$ cat src/rtl/dmach_pkg.sv
package dmach_pkg;
  typedef enum logic [1:0] {
    SEL_SRC = 2'd0,
    SEL_DST = 2'd1,
    SEL_CNT = 2'd2,
    SEL_CTL = 2'd3
  } reg_sel_e;

  localparam int CNT_FIELD_W = 16;
endpackage

$ cat src/rtl/dmach_addr_gate.sv
module dmach_addr_gate #(
  parameter int          ADDR_W    = 28,
  parameter bit          IS_FIRST  = 1'b0,
  parameter bit          IS_FULL   = 1'b0,
  parameter logic [31:0] WRAM_BASE = 32'h0200_0000,
  parameter logic [31:0] CART_BASE = 32'h0800_0000,
  parameter logic [31:0] SRAM_BASE = 32'h0E00_0000
) (
  input  logic [ADDR_W-1:0] addr_i,
  output logic              src_ok_o,
  output logic              dst_ok_o
);
  localparam logic [ADDR_W-1:0] WB = WRAM_BASE[ADDR_W-1:0];
  localparam logic [ADDR_W-1:0] CB = CART_BASE[ADDR_W-1:0];
  localparam logic [ADDR_W-1:0] SB = SRAM_BASE[ADDR_W-1:0];

  logic above_wram;
  logic in_rom;
  assign above_wram = (addr_i >= WB);
  assign in_rom     = (addr_i >= CB) && (addr_i < SB);

  generate
    if (IS_FIRST) begin : g_src_first
      assign src_ok_o = above_wram && !in_rom;
    end else begin : g_src_other
      assign src_ok_o = above_wram;
    end
    if (IS_FULL) begin : g_dst_full
      assign dst_ok_o = 1'b1;
    end else begin : g_dst_low
      assign dst_ok_o = (addr_i < CB);
    end
  endgenerate
endmodule

$ cat src/rtl/dmach_chan.sv
module dmach_chan
  import dmach_pkg::*;
#(
  parameter int          DATA_W    = 32,
  parameter int          ADDR_W    = 28,
  parameter int          CNT_W     = 17,
  parameter int          CTL_W     = 16,
  parameter bit          IS_FIRST  = 1'b0,
  parameter bit          IS_FULL   = 1'b0,
  parameter logic [31:0] WRAM_BASE = 32'h0200_0000,
  parameter logic [31:0] CART_BASE = 32'h0800_0000,
  parameter logic [31:0] SRAM_BASE = 32'h0E00_0000,
  parameter logic [CTL_W-1:0] CTL_MASK = 16'hF7E0,
  parameter int          CNT_MAX   = 16384
) (
  input  logic              clk_i,
  input  logic              rst_i,
  input  logic              we_src_i,
  input  logic              we_dst_i,
  input  logic              we_cnt_i,
  input  logic              we_ctl_i,
  input  logic [DATA_W-1:0] wdata_i,
  input  logic              clr_i,
  output logic [ADDR_W-1:0] src_o,
  output logic [ADDR_W-1:0] dst_o,
  output logic [CNT_W-1:0]  cnt_o,
  output logic [CTL_W-1:0]  ctl_o,
  output logic [ADDR_W-1:0] wsrc_o,
  output logic [ADDR_W-1:0] wdst_o,
  output logic              start_o
);
  localparam int               EN_BIT   = CTL_W - 1;
  localparam logic [CNT_W-1:0] CNT_FULL = CNT_MAX[CNT_W-1:0];

  logic [ADDR_W-1:0] src_q, dst_q, wsrc_q, wdst_q;
  logic [CNT_W-1:0]  cnt_q;
  logic [CTL_W-1:0]  ctl_q;
  logic              start_q;

  logic [ADDR_W-1:0] addr_trim;
  logic              src_ok, dst_ok;
  logic [CTL_W-1:0]  ctl_new;
  logic              en_live;
  logic [CNT_FIELD_W-1:0] cnt_field;
  logic              unused_bits;

  assign addr_trim   = {wdata_i[ADDR_W-1:1], 1'b0};
  assign ctl_new     = wdata_i[CTL_W-1:0] & CTL_MASK;
  assign cnt_field   = wdata_i[CNT_FIELD_W-1:0];
  assign en_live     = ctl_q[EN_BIT] && !clr_i;
  assign unused_bits = ^{wdata_i[DATA_W-1:ADDR_W], wdata_i[0]};

  dmach_addr_gate #(
    .ADDR_W(ADDR_W), .IS_FIRST(IS_FIRST), .IS_FULL(IS_FULL),
    .WRAM_BASE(WRAM_BASE), .CART_BASE(CART_BASE), .SRAM_BASE(SRAM_BASE)
  ) gate_i (
    .addr_i(addr_trim), .src_ok_o(src_ok), .dst_ok_o(dst_ok)
  );

  always_ff @(posedge clk_i) begin
    if (rst_i) begin
      src_q   <= '0;
      dst_q   <= '0;
      wsrc_q  <= '0;
      wdst_q  <= '0;
      cnt_q   <= CNT_FULL;
      ctl_q   <= '0;
      start_q <= 1'b0;
    end else begin
      start_q <= 1'b0;
      if (clr_i) ctl_q[EN_BIT] <= 1'b0;
      if (we_ctl_i) begin
        ctl_q <= ctl_new;
        if (!en_live && ctl_new[EN_BIT]) begin
          wsrc_q  <= src_q;
          wdst_q  <= dst_q;
          start_q <= 1'b1;
        end
      end
      if (we_src_i && src_ok) src_q <= addr_trim;
      if (we_dst_i && dst_ok) dst_q <= addr_trim;
      if (we_cnt_i)
        cnt_q <= (cnt_field == '0) ? CNT_FULL : CNT_W'(cnt_field);
    end
  end

  assign src_o   = src_q;
  assign dst_o   = dst_q;
  assign cnt_o   = cnt_q;
  assign ctl_o   = ctl_q;
  assign wsrc_o  = wsrc_q;
  assign wdst_o  = wdst_q;
  assign start_o = start_q;

  // stored count is never zero
  assert_count_nonzero_R5: assert property (@(posedge clk_i) disable iff (rst_i)
    cnt_q != '0);
  // kept source is either reset value or at/above the working-RAM base
  assert_src_floor_R2: assert property (@(posedge clk_i) disable iff (rst_i)
    (src_q == '0) || (src_q >= WRAM_BASE[ADDR_W-1:0]));
  // low control bits never stored
  assert_ctl_low_zero_R7: assert property (@(posedge clk_i) disable iff (rst_i)
    ctl_q[4:0] == 5'd0);
  // a start pulse coincides with an enabled channel
  assert_start_enabled_R8: assert property (@(posedge clk_i) disable iff (rst_i)
    start_q |-> ctl_q[EN_BIT]);
  // working registers move only together with a start pulse
  assert_work_hold_R8: assert property (@(posedge clk_i) disable iff (rst_i)
    !$stable(wsrc_q) |-> start_q);
  // rewriting an enabled channel does not restart it
  assert_no_restart_R9: assert property (@(posedge clk_i) disable iff (rst_i)
    (ctl_q[EN_BIT] && we_ctl_i && !clr_i) |=> !start_q);
  // a lone clear drops the enable bit
  assert_clear_drops_R10: assert property (@(posedge clk_i) disable iff (rst_i)
    (clr_i && !we_ctl_i) |=> !ctl_q[EN_BIT]);
endmodule

$ cat src/rtl/dmach_readmux.sv
module dmach_readmux
  import dmach_pkg::*;
#(
  parameter int NCH    = 4,
  parameter int CH_W   = 2,
  parameter int DATA_W = 32,
  parameter int ADDR_W = 28,
  parameter int CNT_W  = 17,
  parameter int CTL_W  = 16
) (
  input  logic                         clk_i,
  input  logic                         rst_i,
  input  logic [CH_W-1:0]              rd_ch_i,
  input  logic [1:0]                   rd_sel_i,
  input  logic [NCH-1:0][ADDR_W-1:0]   src_i,
  input  logic [NCH-1:0][ADDR_W-1:0]   dst_i,
  input  logic [NCH-1:0][CNT_W-1:0]    cnt_i,
  input  logic [NCH-1:0][CTL_W-1:0]    ctl_i,
  output logic [DATA_W-1:0]            rd_data_o
);
  logic [DATA_W-1:0] pick;

  always_comb begin
    case (reg_sel_e'(rd_sel_i))
      SEL_SRC: pick = DATA_W'(src_i[rd_ch_i]);
      SEL_DST: pick = DATA_W'(dst_i[rd_ch_i]);
      SEL_CNT: pick = DATA_W'(cnt_i[rd_ch_i]);
      default: pick = DATA_W'(ctl_i[rd_ch_i]);
    endcase
  end

  always_ff @(posedge clk_i) begin
    if (rst_i) rd_data_o <= '0;
    else       rd_data_o <= pick;
  end
endmodule

$ cat src/rtl/dmach_regfile.sv
module dmach_regfile
  import dmach_pkg::*;
#(
  parameter int          NCH       = 4,
  parameter int          DATA_W    = 32,
  parameter int          ADDR_W    = 28,
  parameter int          CNT_W     = 17,
  parameter int          CTL_W     = 16,
  parameter logic [31:0] WRAM_BASE = 32'h0200_0000,
  parameter logic [31:0] CART_BASE = 32'h0800_0000,
  parameter logic [31:0] SRAM_BASE = 32'h0E00_0000,
  parameter logic [CTL_W-1:0] MASK_SHORT = 16'hF7E0,
  parameter logic [CTL_W-1:0] MASK_FULL  = 16'hFFE0,
  parameter int          MAX_SHORT = 16384,
  parameter int          MAX_FULL  = 65536,
  localparam int         CH_W      = (NCH > 1) ? $clog2(NCH) : 1
) (
  input  logic                    clk_i,
  input  logic                    rst_i,
  input  logic                    wr_en_i,
  input  logic [CH_W-1:0]         wr_ch_i,
  input  logic [1:0]              wr_sel_i,
  input  logic [DATA_W-1:0]       wr_data_i,
  input  logic [NCH-1:0]          clr_en_i,
  input  logic [CH_W-1:0]         rd_ch_i,
  input  logic [1:0]              rd_sel_i,
  output logic [DATA_W-1:0]       rd_data_o,
  output logic [NCH-1:0]          start_o,
  output logic [NCH*ADDR_W-1:0]   work_src_o,
  output logic [NCH*ADDR_W-1:0]   work_dst_o,
  output logic [NCH*CNT_W-1:0]    cnt_o,
  output logic [NCH*CTL_W-1:0]    ctl_o
);
  logic [NCH-1:0][ADDR_W-1:0] src_a, dst_a, wsrc_a, wdst_a;
  logic [NCH-1:0][CNT_W-1:0]  cnt_a;
  logic [NCH-1:0][CTL_W-1:0]  ctl_a;

  for (genvar c = 0; c < NCH; c++) begin : g_ch
    logic hit;
    assign hit = wr_en_i && (wr_ch_i == CH_W'(c));

    dmach_chan #(
      .DATA_W(DATA_W), .ADDR_W(ADDR_W), .CNT_W(CNT_W), .CTL_W(CTL_W),
      .IS_FIRST(c == 0), .IS_FULL(c == NCH - 1),
      .WRAM_BASE(WRAM_BASE), .CART_BASE(CART_BASE), .SRAM_BASE(SRAM_BASE),
      .CTL_MASK((c == NCH - 1) ? MASK_FULL : MASK_SHORT),
      .CNT_MAX((c == NCH - 1) ? MAX_FULL : MAX_SHORT)
    ) chan_i (
      .clk_i   (clk_i),
      .rst_i   (rst_i),
      .we_src_i(hit && (wr_sel_i == SEL_SRC)),
      .we_dst_i(hit && (wr_sel_i == SEL_DST)),
      .we_cnt_i(hit && (wr_sel_i == SEL_CNT)),
      .we_ctl_i(hit && (wr_sel_i == SEL_CTL)),
      .wdata_i (wr_data_i),
      .clr_i   (clr_en_i[c]),
      .src_o   (src_a[c]),
      .dst_o   (dst_a[c]),
      .cnt_o   (cnt_a[c]),
      .ctl_o   (ctl_a[c]),
      .wsrc_o  (wsrc_a[c]),
      .wdst_o  (wdst_a[c]),
      .start_o (start_o[c])
    );
  end

  assign work_src_o = wsrc_a;
  assign work_dst_o = wdst_a;
  assign cnt_o      = cnt_a;
  assign ctl_o      = ctl_a;

  dmach_readmux #(
    .NCH(NCH), .CH_W(CH_W), .DATA_W(DATA_W),
    .ADDR_W(ADDR_W), .CNT_W(CNT_W), .CTL_W(CTL_W)
  ) rmux_i (
    .clk_i    (clk_i),
    .rst_i    (rst_i),
    .rd_ch_i  (rd_ch_i),
    .rd_sel_i (rd_sel_i),
    .src_i    (src_a),
    .dst_i    (dst_a),
    .cnt_i    (cnt_a),
    .ctl_i    (ctl_a),
    .rd_data_o(rd_data_o)
  );

  // one write port means at most one start pulse per cycle
  assert_single_start_R8: assert property (@(posedge clk_i) disable iff (rst_i)
    $onehot0(start_o));
  // a start pulse follows a control write edge
  assert_start_after_write_R8: assert property (@(posedge clk_i) disable iff (rst_i)
    (start_o != '0) |-> $past(wr_en_i && (wr_sel_i == SEL_CTL)));
endmodule

$ cat config.mk
export PLATFORM = sky130hd
export DESIGN_NAME = dmach_regfile
export DESIGN_NICKNAME = d
export VERILOG_FILES = /design/src/rtl/dmach_pkg.sv /design/src/rtl/dmach_addr_gate.sv /design/src/rtl/dmach_chan.sv /design/src/rtl/dmach_readmux.sv /design/src/rtl/dmach_regfile.sv
export SDC_FILE = /design/constraint.sdc
export NUM_CORES = 1
export LEC_CHECK = 0
export BUFFER_PORTS_ARGS = -buffer_cell sky130_fd_sc_hd__buf_2
export CAP_MARGIN = 15
export CORE_ASPECT_RATIO = 1.4
export CORE_UTILIZATION = 55
export CTS_BUF_LIST = sky130_fd_sc_hd__clkbuf_8
export DETAILED_ROUTE_END_ITERATION = 7
export GPL_ROUTABILITY_DRIVEN = 0
export PLACE_DENSITY = 0.81
export SLEW_MARGIN = 25
export SYNTH_ARGS = -nofsm -noshare
export SYNTH_HDL_FRONTEND = slang
export SYNTH_HIERARCHICAL = 1
export SYNTH_SLANG_ARGS = --single-unit
$ cat constraint.sdc
create_clock -name clk_i -period 1.8 [get_ports clk_i]
set_clock_uncertainty 0.15 [all_clocks]
set_input_delay 0 -clock clk_i [delete_from_list [all_inputs] [get_ports clk_i]]
set_output_delay 0 -clock clk_i [all_outputs]
set_load 0.02 [all_outputs]
# Word-level counts from Yosys, hierarchy flattened
# Index checks and enable logic that the tools add are counted.
# W data, S select, Z words.
# classes
n_lt_le_gt_ge,5
eq_ne,8
n_mux,23
bitwise_logic,4
reduce_logical,62
# op_table
op,count
$bmux W28 S2,2
$mux W16,6
$pmux W28 S3,1
$lt A28 B28 Y1 const B,2
$mux W28,2
$logic_and A1 B1 Y1,37
$bmux W17 S2,1
$mux W17,2
$bmux W16 S2,1
$ge A28 B26 Y1 const B,1
$ge A28 B28 Y1 const B,1
$logic_not A16 Y1,1
$eq A2 B2 Y1 const B,5
$logic_not A1 Y1,9
$mux W1,8
$reduce_and A2 Y1,4
$reduce_bool A2 Y1,4
$reduce_or A2 Y1,4
$eq A2 B1 Y1 const B,3
$logic_not A2 Y1,3
$not A1 Y1,4
$lt A2 B3 Y1 const B,1
# totals
reg_bits,577
output_inout_bits,392
inputBits,47
wordCells,135

# Depth between registers and ports, before layout
# Gate-level depths: netlist of run 1.
# depth
ltp_word,5
depth_mapped,7
ltp_nobuf,5

# Hierarchy
# Netlist of run 1, hierarchy kept.
# modules_own_cells
module,cells_each,seq_area_each_um2,instances,area_per_inst_um2
dmach_chan (g_ch[0].chan_i ...),590,2702.6,3,5432.7
dmach_chan (g_ch[3].chan_i),594,2742.6,1,5462.7
dmach_readmux,358,560.5,1,3653.5
dmach_regfile,23,0.0,1,117.6
dmach_addr_gate (g_ch[1].chan_i.gate_i ...),2,0.0,2,10.0
dmach_addr_gate (g_ch[3].chan_i.gate_i),3,0.0,1,17.5
dmach_addr_gate (g_ch[0].chan_i.gate_i),2,0.0,1,15.0

# Worst setup path after synthesis of run 1
# OpenSTA, ideal clock, no wires.
# synth_path
path_kind,register to register
startpoint,register g_ch[3].chan_i.ctl_q[15]
endpoint,register g_ch[3].chan_i.wdst_q[19]
path_slack_ns,0.417
setup_time_ns,0.141
synth_period_minus_slack_ns,1.383
path_buffers,2
path_stages_with_launch,6
required_ns,1.509
t_arrival_ns,1.092
path_cell_list,dfxtp_1 -> nor2b_1 -> buf_4 -> buf_2 -> o21ai_0 -> a21oi_2
# synth_between
elab_chain_cells,4
# synth_rtl
element,line_no,rtl
start: declaration,dmach_chan.sv:37,logic [CTL_W-1:0] ctl_q;
start signal: assignment,dmach_chan.sv:73,ctl_q <= ctl_new;
$logic_and A1 B1 Y1,dmach_chan.sv:50,assign en_live = ctl_q[EN_BIT] && !clr_i;
$logic_not A1 Y1,dmach_chan.sv:74,if (!en_live && ctl_new[EN_BIT]) begin
$logic_and A1 B1 Y1,dmach_chan.sv:74,
$reduce_and A2 Y1 (no line),-,
end signal: assignment,dmach_chan.sv:76,wdst_q <= dst_q;
end: declaration,dmach_chan.sv:35,"logic [ADDR_W-1:0] src_q, dst_q, wsrc_q, wdst_q;"
# No other way between the ends.
# A chain may end at the register's enable or synchronous reset.

# Final worst setup path of run 1
# layout_path
startpoint,input wr_data_i[27]
endpoint,register g_ch[0].chan_i.src_q[20]
# layout_between
elab_chain_cells,5
elab_cells_between_ends,7
cone_classes,order compare: 3; reduce/logical: 4
# layout_rtl
element,line_no,rtl
start: declaration,dmach_regfile.sv:23,"input logic [DATA_W-1:0] wr_data_i,"
$ge A28 B28 Y1 or $lt A28 B28 Y1 (tied branches),-,
$logic_and A1 B1 Y1,-,
$logic_not A1 Y1,dmach_addr_gate.sv:24,assign src_ok_o = above_wram && !in_rom;
$logic_and A1 B1 Y1 (*),dmach_addr_gate.sv:24,
via g_ch[0].chan_i.src_ok,dmach_chan.sv:41,"logic src_ok, dst_ok;"
$logic_and A1 B1 Y1 (*),dmach_chan.sv:80,if (we_src_i && src_ok) src_q <= addr_trim;
end signal: assignment,dmach_chan.sv:80,
end: declaration,dmach_chan.sv:35,
# The timed path passes the listed nets; every way through them passes the cells marked *.

==> results.md, run 1 <==
* Cell Area, Synth at 25600 um^2
* Worst R2R Start: g_ch[3].chan_i/dst_o[3]
* ANT nets after route at 0
* DR iter-0 viols at 2835
* I/O pin total at 439
* Worst Tran Pin Value at 643 ps
* Largest stage delay on the critical path at 610 ps
* Post-synthesis cell type count at 42
* Die ar. at 47400 um^2
* Post-synth ARST share at 0%
* Most used cell, CP: dlygate4sd3_1
* WP data required at 2210 ps
* CP max-delay cell: dlygate4sd3_1
* Final setup violating endpoints at 1
* Max H-tree Level at 3
* Max Cap Viol at 0
* Die Ht at 257 um
* DP HPWL at 63.4 mm
* Clock latency at the later pin of the worst-skew pair at 710 ps
* WHS at -41.8 ps
* Largest net degree at the start of global routing at 73
* Post-synth top area share at 44.6%
* CTS root buffer: clkbuf_8
* GRT Total Usage at 38.9%
* Die X at 184 um
* Total core area at 46000 um^2
* CTS max path bufs at 3
* Multi-input gate area at 12300 um^2
* Critical hold path startpoint: wr_sel_i[0]
* Maximum fanout along the worst path at 10
* Total Neg Setup Slack at -6.92 ps
* Crit path launch type: input port
* Synth Area per Inst at 9.29 um^2
* CP Cell Sequence: dlygate4sd3_1, buf_6, inv_1, maj3_2, and2_4, buf_4, nand2_1, dlygate4sd3_1, a21oi_1
* Clock slew at reported path FFs at 70 ps
* Yosys warns at 6
* CTS tree: built
* Min-Delay Path Class: input port to flip-flop
* Vias at 23953
* Status: finished, violations left
* Tcrit/Tclk final at 100%
* Post-synth EDFFs at 0
* WL final at 93.4 mm
* Worst hold path endpoint: g_ch[0].chan_i/src_o[16]
* DR pass1 iterations at 8
* Ys flop type: dfxtp_1
* Vias in the first global route at 23656
* Commonest cells post-synth: dfxtp_1, nand2_1, a21oi_1
* Share of layout cells above drive strength 1 at 31.7%
* Max-slew violations at 0
* Synthesized flop and latch total at 570
* Hold depth at 6
* Placement Setup Slack at 76.5 ps
* WL/cell at 23.8 um
* Clock sinks at 570
* Maximum VDD drop at 0.659 mV
* Final Hold Fails at 8
* First-pass GRT wire length at 139 mm
* Pwr dens at 816 nW/um^2
* Input/output buffers at 396
* Synth top area cells: dfxtp_1, nand3_2, a21oi_1, mux2i_1, nand2_1
* Worst relative slew slack at 57.1%
* FILL cells at 3394
* Crit. End Element: flip-flop
* Crit Reg-Reg Endpoint: rmux_i/rd_data_o[3]
* Initial Util at 55.7%
* Count leader, synth: dfxtp_1
* Worst setup margin at -6.92 ps
* Top cell type by total area after synthesis: dfxtp_1
* R2r worst-path depth at 6
* Mapped Cells at 2754
* Nets at 3291
* Highest clock rate at 553 MHz
* Area Growth Syn to Fin at 21.9%
* FF/Latch Area at 11400 um^2
* CP arrival at 2220 ps
* Row count at 93
* Via density at 6.10
* Antenna violations before repair at 3
* Total gr overflow at 0
* Crit path time final at 1810 ps
* Worst Setup Path Type: input port to flip-flop
* DRC Markers at 0
* R2r setup slk at 10 ps
* P_leak at 11.5 nW
* Number of CTS-inserted buffers at 85
* Failing checks: hold timing, setup timing
* Post-synthesis sequential area ratio at 44.6%
-- per-stage QoR --
stage               instance area (um^2)  power (W)  utilization (%)  cells
detailed placement                 28200     0.0147             61.3   3661
finish                             31200     0.0254             67.8   3929
floorplan                          25700     0.0141                -   2795
CTS                                31000     0.0254             67.5   3924
global placement                   28200     0.0146             61.3   3661
global route                       31200     0.0261             67.8   3928
-- area by class of cell --
class / instances / share of cell area (%)
tap: 617 / 2.48
clock inverter: 46 / 0.891
antenna: 3 / 0.0241
timing repair buffer: 657 / 15.9
sequential: 570 / 36.6
multi-input combinational: 1926 / 39.4
clock buffer: 106 / 4.68
inverter: 4 / 0.0482
-- power breakdown --
group	internal [W]	switching, W	total [W]	leakage [nW]
Combinational	0.000595	0.00120	0.00179	5.86
Clock	0.00563	0.00521	0.0108	1.00
Sequential	0.0127	0.0000956	0.0128	4.60
-- per-layer routing --
metal	GRT usage [%]	vias to the layer above	part of all wire [%]	routed length (um)
met1	41.9	11283	33	31100
li1	-	10484	-	-
met3	9.75	517	10	9470
met4	34.2	2	9.7	9060
met5	0	-	0.014	13
met2	63.1	1667	47	43700
-- timing repair --
action | 4_1_cts | 5_1_grt
endpoints found under the setup margin | 0 | 105
setup buffers | 0 | 4
hold buffers | 111 | 3
resized for setup | 0 | 28
endpoints found under the hold margin | 570 | 3
-- cell families after synthesis --
kind of cell	Yosys count	share of synthesized area, %
buffers and inverters	299	8.46
muxes	215	10.4
other	6	0.0880
DFF	570	44.6
adders and majority gates	1	0.0440
AOI/OAI and AO/OA	755	17.0
and+or+nand+nor	908	19.5
-- state kept, by name, summed over array words and instances, names as in the netlist --
register	flops
g_ch.chan_i/wsrc_o	108
g_ch.chan_i/ctl_o	41
rmux_i/rd_data_o	28
g_ch.chan_i/dst_o	108
g_ch.chan_i/wdst_o	108
g_ch.chan_i/start_o	4
g_ch.chan_i/src_o	108
g_ch.chan_i/cnt_o	65
-- worst max-delay path, delay by kind of cell --
| family | cells | cell delay (ps) |
|---|---|---|
| buffers and inverters | 5 | 1570 |
| adders and majority gates | 1 | 330 |
| AOI/OAI and AO/OA | 1 | 70 |
| and+or+nand+nor | 2 | 240 |
-- layout by cell type (no fill, tap or decap), types with 4 or more instances in the layout --
cell            instances
dfxtp_1               570
nand2_1               443
buf_2                 389
a21oi_1               354
nand3_2               200
mux2i_1               173
o21ai_1               157
nor2_1                125
clkbuf_8              106
dlygate4sd3_1         102
buf_4                  98
a21oi_2                96
o21ai_0                59
buf_12                 52
conb_1                 47
mux4_2                 40
nor2b_1                33
o22ai_1                33
a211oi_1               32
inv_1                  30
or3_1                  19
nand3_1                18
o22a_1                 16
nor4_1                 14
clkinv_2               11
and2_4                  7
nor3_1                  7
dlymetal6s4s_1          5
and2_1                  5
buf_6                   5
nand3b_1                4
nor2_2                  4
nor2b_4                 4
nand2_2                 4
nand4_1                 4
o21a_1                  4
-- worst max path at each step --
stage / start / endpoint / slack (ps) / cells past startpoint
global route: wr_data_i[27] / g_ch[0].chan_i/src_o[1] / -30 / 9
detailed placement: wr_ch_i[1] / g_ch[1].chan_i/wdst_o[11] / 80 / 7
floorplan: g_ch[3].chan_i/ctl_o[15] / g_ch[3].chan_i/wdst_o[19] / 420 / 5
CTS: wr_data_i[27] / g_ch[0].chan_i/src_o[25] / 7 / 9
finish: wr_data_i[27] / g_ch[0].chan_i/src_o[20] / -7 / 9
global placement: rd_ch_i[0] / rmux_i/rd_data_o[3] / 110 / 5
Power figures use the tool's default switching activity.
==> run 2: changes to the inputs <==
--- a/config.mk
+++ b/config.mk
@@ -9,10 +9,11 @@
 export CAP_MARGIN = 15
 export CORE_ASPECT_RATIO = 1.4
 export CORE_UTILIZATION = 55
-export CTS_BUF_LIST = sky130_fd_sc_hd__clkbuf_8
+export CTS_BUF_LIST = sky130_fd_sc_hd__clkbuf_8 sky130_fd_sc_hd__clkbuf_16
 export DETAILED_ROUTE_END_ITERATION = 7
 export GPL_ROUTABILITY_DRIVEN = 0
 export PLACE_DENSITY = 0.81
+export SKIP_LAST_GASP = 1
 export SLEW_MARGIN = 25
 export SYNTH_ARGS = -nofsm -noshare
 export SYNTH_HDL_FRONTEND = slang
==> results.md, run 2 (same netlist as run 1, synthesis figures left out) <==
* Maximum fanout along the worst path at 19 (+9)
* WHS at 30.4 ps (+72.1 ps)
* Worst Setup Path Type: input port to flip-flop
* Via density at 6.15 (+0.92%)
* Die X at 184 um (unchanged)
* PnR Total Power at 0.0261 W (+2.6%)
* WP data required at 2160 ps (-50 ps)
* Commonest non-fill, non-tap cell in the layout: dfxtp_1
* CP max-delay cell: dlygate4sd3_1
* Vias in the first global route at 22852 (-3.4%)
* Share of layout cells above drive strength 1 at 31.3% (-0.43 points)
* Most frequent cells in the layout: dfxtp_1, nand2_1, buf_2, a21oi_1, nand3_2
* Worst Tran Pin Value at 723 ps (+79.8 ps)
* Clock sinks at 570 (unchanged)
* DRC Markers at 2 (+2)
* Worst relative slew slack at 51.8% (-5.3 points)
* DR pass1 iterations at 8 (unchanged)
* # Post-CTS Setup Buffers at 0 (unchanged)
* Pwr dens at 858 nW/um^2 (+5.1%)
* Failing checks: DRC, setup timing
* Largest net degree at the start of global routing at 73 (unchanged)
* RSZ-0062 raised after global routing: false
* FF/Latch Area at 11400 um^2 (unchanged)
* WL final at 90.8 mm (-2.7%)
* Initial Util at 55.7% (unchanged)
* Die Ht at 257 um (unchanged)
* P_leak at 11.1 nW (-2.7%)
* Maximum VDD drop at 0.839 mV (+27%)
* Nets at 3190 (-3.1%)
* Row count at 93 (unchanged)
* WL/cell at 23.9 um (+0.53%)
* Crit path time final at 1820 ps (+17.0 ps)
* Status: finished, violations left
* Number of CTS-inserted buffers at 53 (-38%)
* Clock slew at reported path FFs at 70 ps (about the same)
* Clock latency at the later pin of the worst-skew pair at 600 ps (-110 ps)
* Multi-input gate area at 12200 um^2 (-0.39%)
* Placement Setup Slack at 76.5 ps (unchanged)
* Max H-tree Level at 2 (-1)
* Tcrit/Tclk final at 101% (+0.94 points)
* First-pass GRT wire length at 136 mm (-2.5%)
* Final setup violating endpoints at 1 (unchanged)
* Highest clock rate at 548 MHz (-0.93%)
* Total Neg Setup Slack at -23.9 ps (-17.0 ps)
* Crit path launch type: input port
* Min-Delay Path Class: input port to flip-flop
* ANT nets after route at 0 (unchanged)
* Largest stage delay on the critical path at 690 ps (+80 ps)
* Area Growth Syn to Fin at 18.9%
* Antenna violations before repair at 2 (-1)
* Vias at 23386 (-2.4%)
* CP arrival at 2180 ps (-40 ps)
* Total gr overflow at 0 (unchanged)
* DR iter-0 viols at 2591 (-8.6%)
* GRT Total Usage at 37.7% (-1.1 points)
* Max-slew violations at 0 (unchanged)
* Max Cap Viol at 0 (unchanged)
* CP Cell Sequence: buf_2, dlygate4sd3_1, nand2b_1, nor2_1, and2_4, buf_12, nand3_2, a21oi_1
* CTS tree: built
* CTS max path bufs at 3 (unchanged)
* Crit. End Element: flip-flop
* Worst setup margin at -23.9 ps (-17.0 ps)
* I/O pin total at 439 (unchanged)
* CTS root buffer: clkbuf_16
* FILL cells at 3556 (+4.8%)
* Final Hold Fails at 0 (-8)
* Die ar. at 47400 um^2 (unchanged)
* Input/output buffers at 396 (unchanged)
* Total core area at 46000 um^2 (unchanged)
* DP HPWL at 63.4 mm (unchanged)
==> run 2: cell types whose count changed in the layout (fill, tap and decap cells not counted), sizes merged <==
cell | before | now
dlygate4sd3 | 102 | 44
clkbuf | 110 | 66
inv | 35 | 13
dlymetal6s4s | 5 | 0
bufinv | 2 | 5
buf | 546 | 544
clkinvlp | 1 | 2
diode | 3 | 2
==> run 2: path summary, 6_finish.rpt <==
| path | slack [ps] | cells past startpoint | start | end |
|---|---|---|---|---|
| setup reg to reg | 30 | 6 | g_ch[1].chan_i/dst_o[3] | rmux_i/rd_data_o[3] |
| hold / removal | 30 | 6 | wr_ch_i[0] | g_ch[0].chan_i/dst_o[7] |
| hold reg to reg | 330 | 2 | g_ch[2].chan_i/dst_o[8] | g_ch[2].chan_i/wdst_o[8] |
| setup / recovery | -20 | 8 | wr_ch_i[0] | g_ch[1].chan_i/wdst_o[11] |
==> run 2: cell type report <==
type | instances | share of cell area, %
repair buffers | 588 | 13.8
clock inverters | 28 | 0.897
diodes | 2 | 0.0165
clock buffers | 66 | 4.95
multi-input cells | 1926 | 40.2
inverters | 4 | 0.0494
flip-flops and latches | 570 | 37.5
well taps | 617 | 2.54
==> run 2: critical path: cells and delay by family <==
kind | cells | cell delay, ps
AOI/OAI and AO/OA | 1 | 170
buffers and inverters | 3 | 1070
and+or+nand+nor | 4 | 920
==> run 2: report_power, final <==
group / switching (W) / total [W] / internal [W]
clock: 0.00495 / 0.0116 / 0.00661
sequential: 0.0000949 / 0.0128 / 0.0127
combinational: 0.00118 / 0.00174 / 0.000560
==> run 2: stage by stage <==
stage / std cells / instance area, um^2 / utilization [%]
after floorplan: 2795 / 25700 / -
after global placement: 3661 / 28200 / 61.3
after detailed placement: 3661 / 28200 / 61.3
after CTS: 3799 / 30400 / 66.2
after global routing: 3800 / 30400 / 66.2
final: 3801 / 30400 / 66.2
==> run 2: timing repair <==
action                                  CTS  global route
hold endpoints to repair                570             0
hold buffers                             44             0
endpoints found under the setup margin    0             1
resized for setup                         0             1
==> run 2: layer usage <==
metal / track usage, % / part of all wire [%] / wire length (um)
met5: 0 / 0.021 / 19
met4: 30.6 / 9.5 / 8650
met3: 7.68 / 9.3 / 8460
met1: 41.9 / 34 / 31200
met2: 62.3 / 47 / 42500
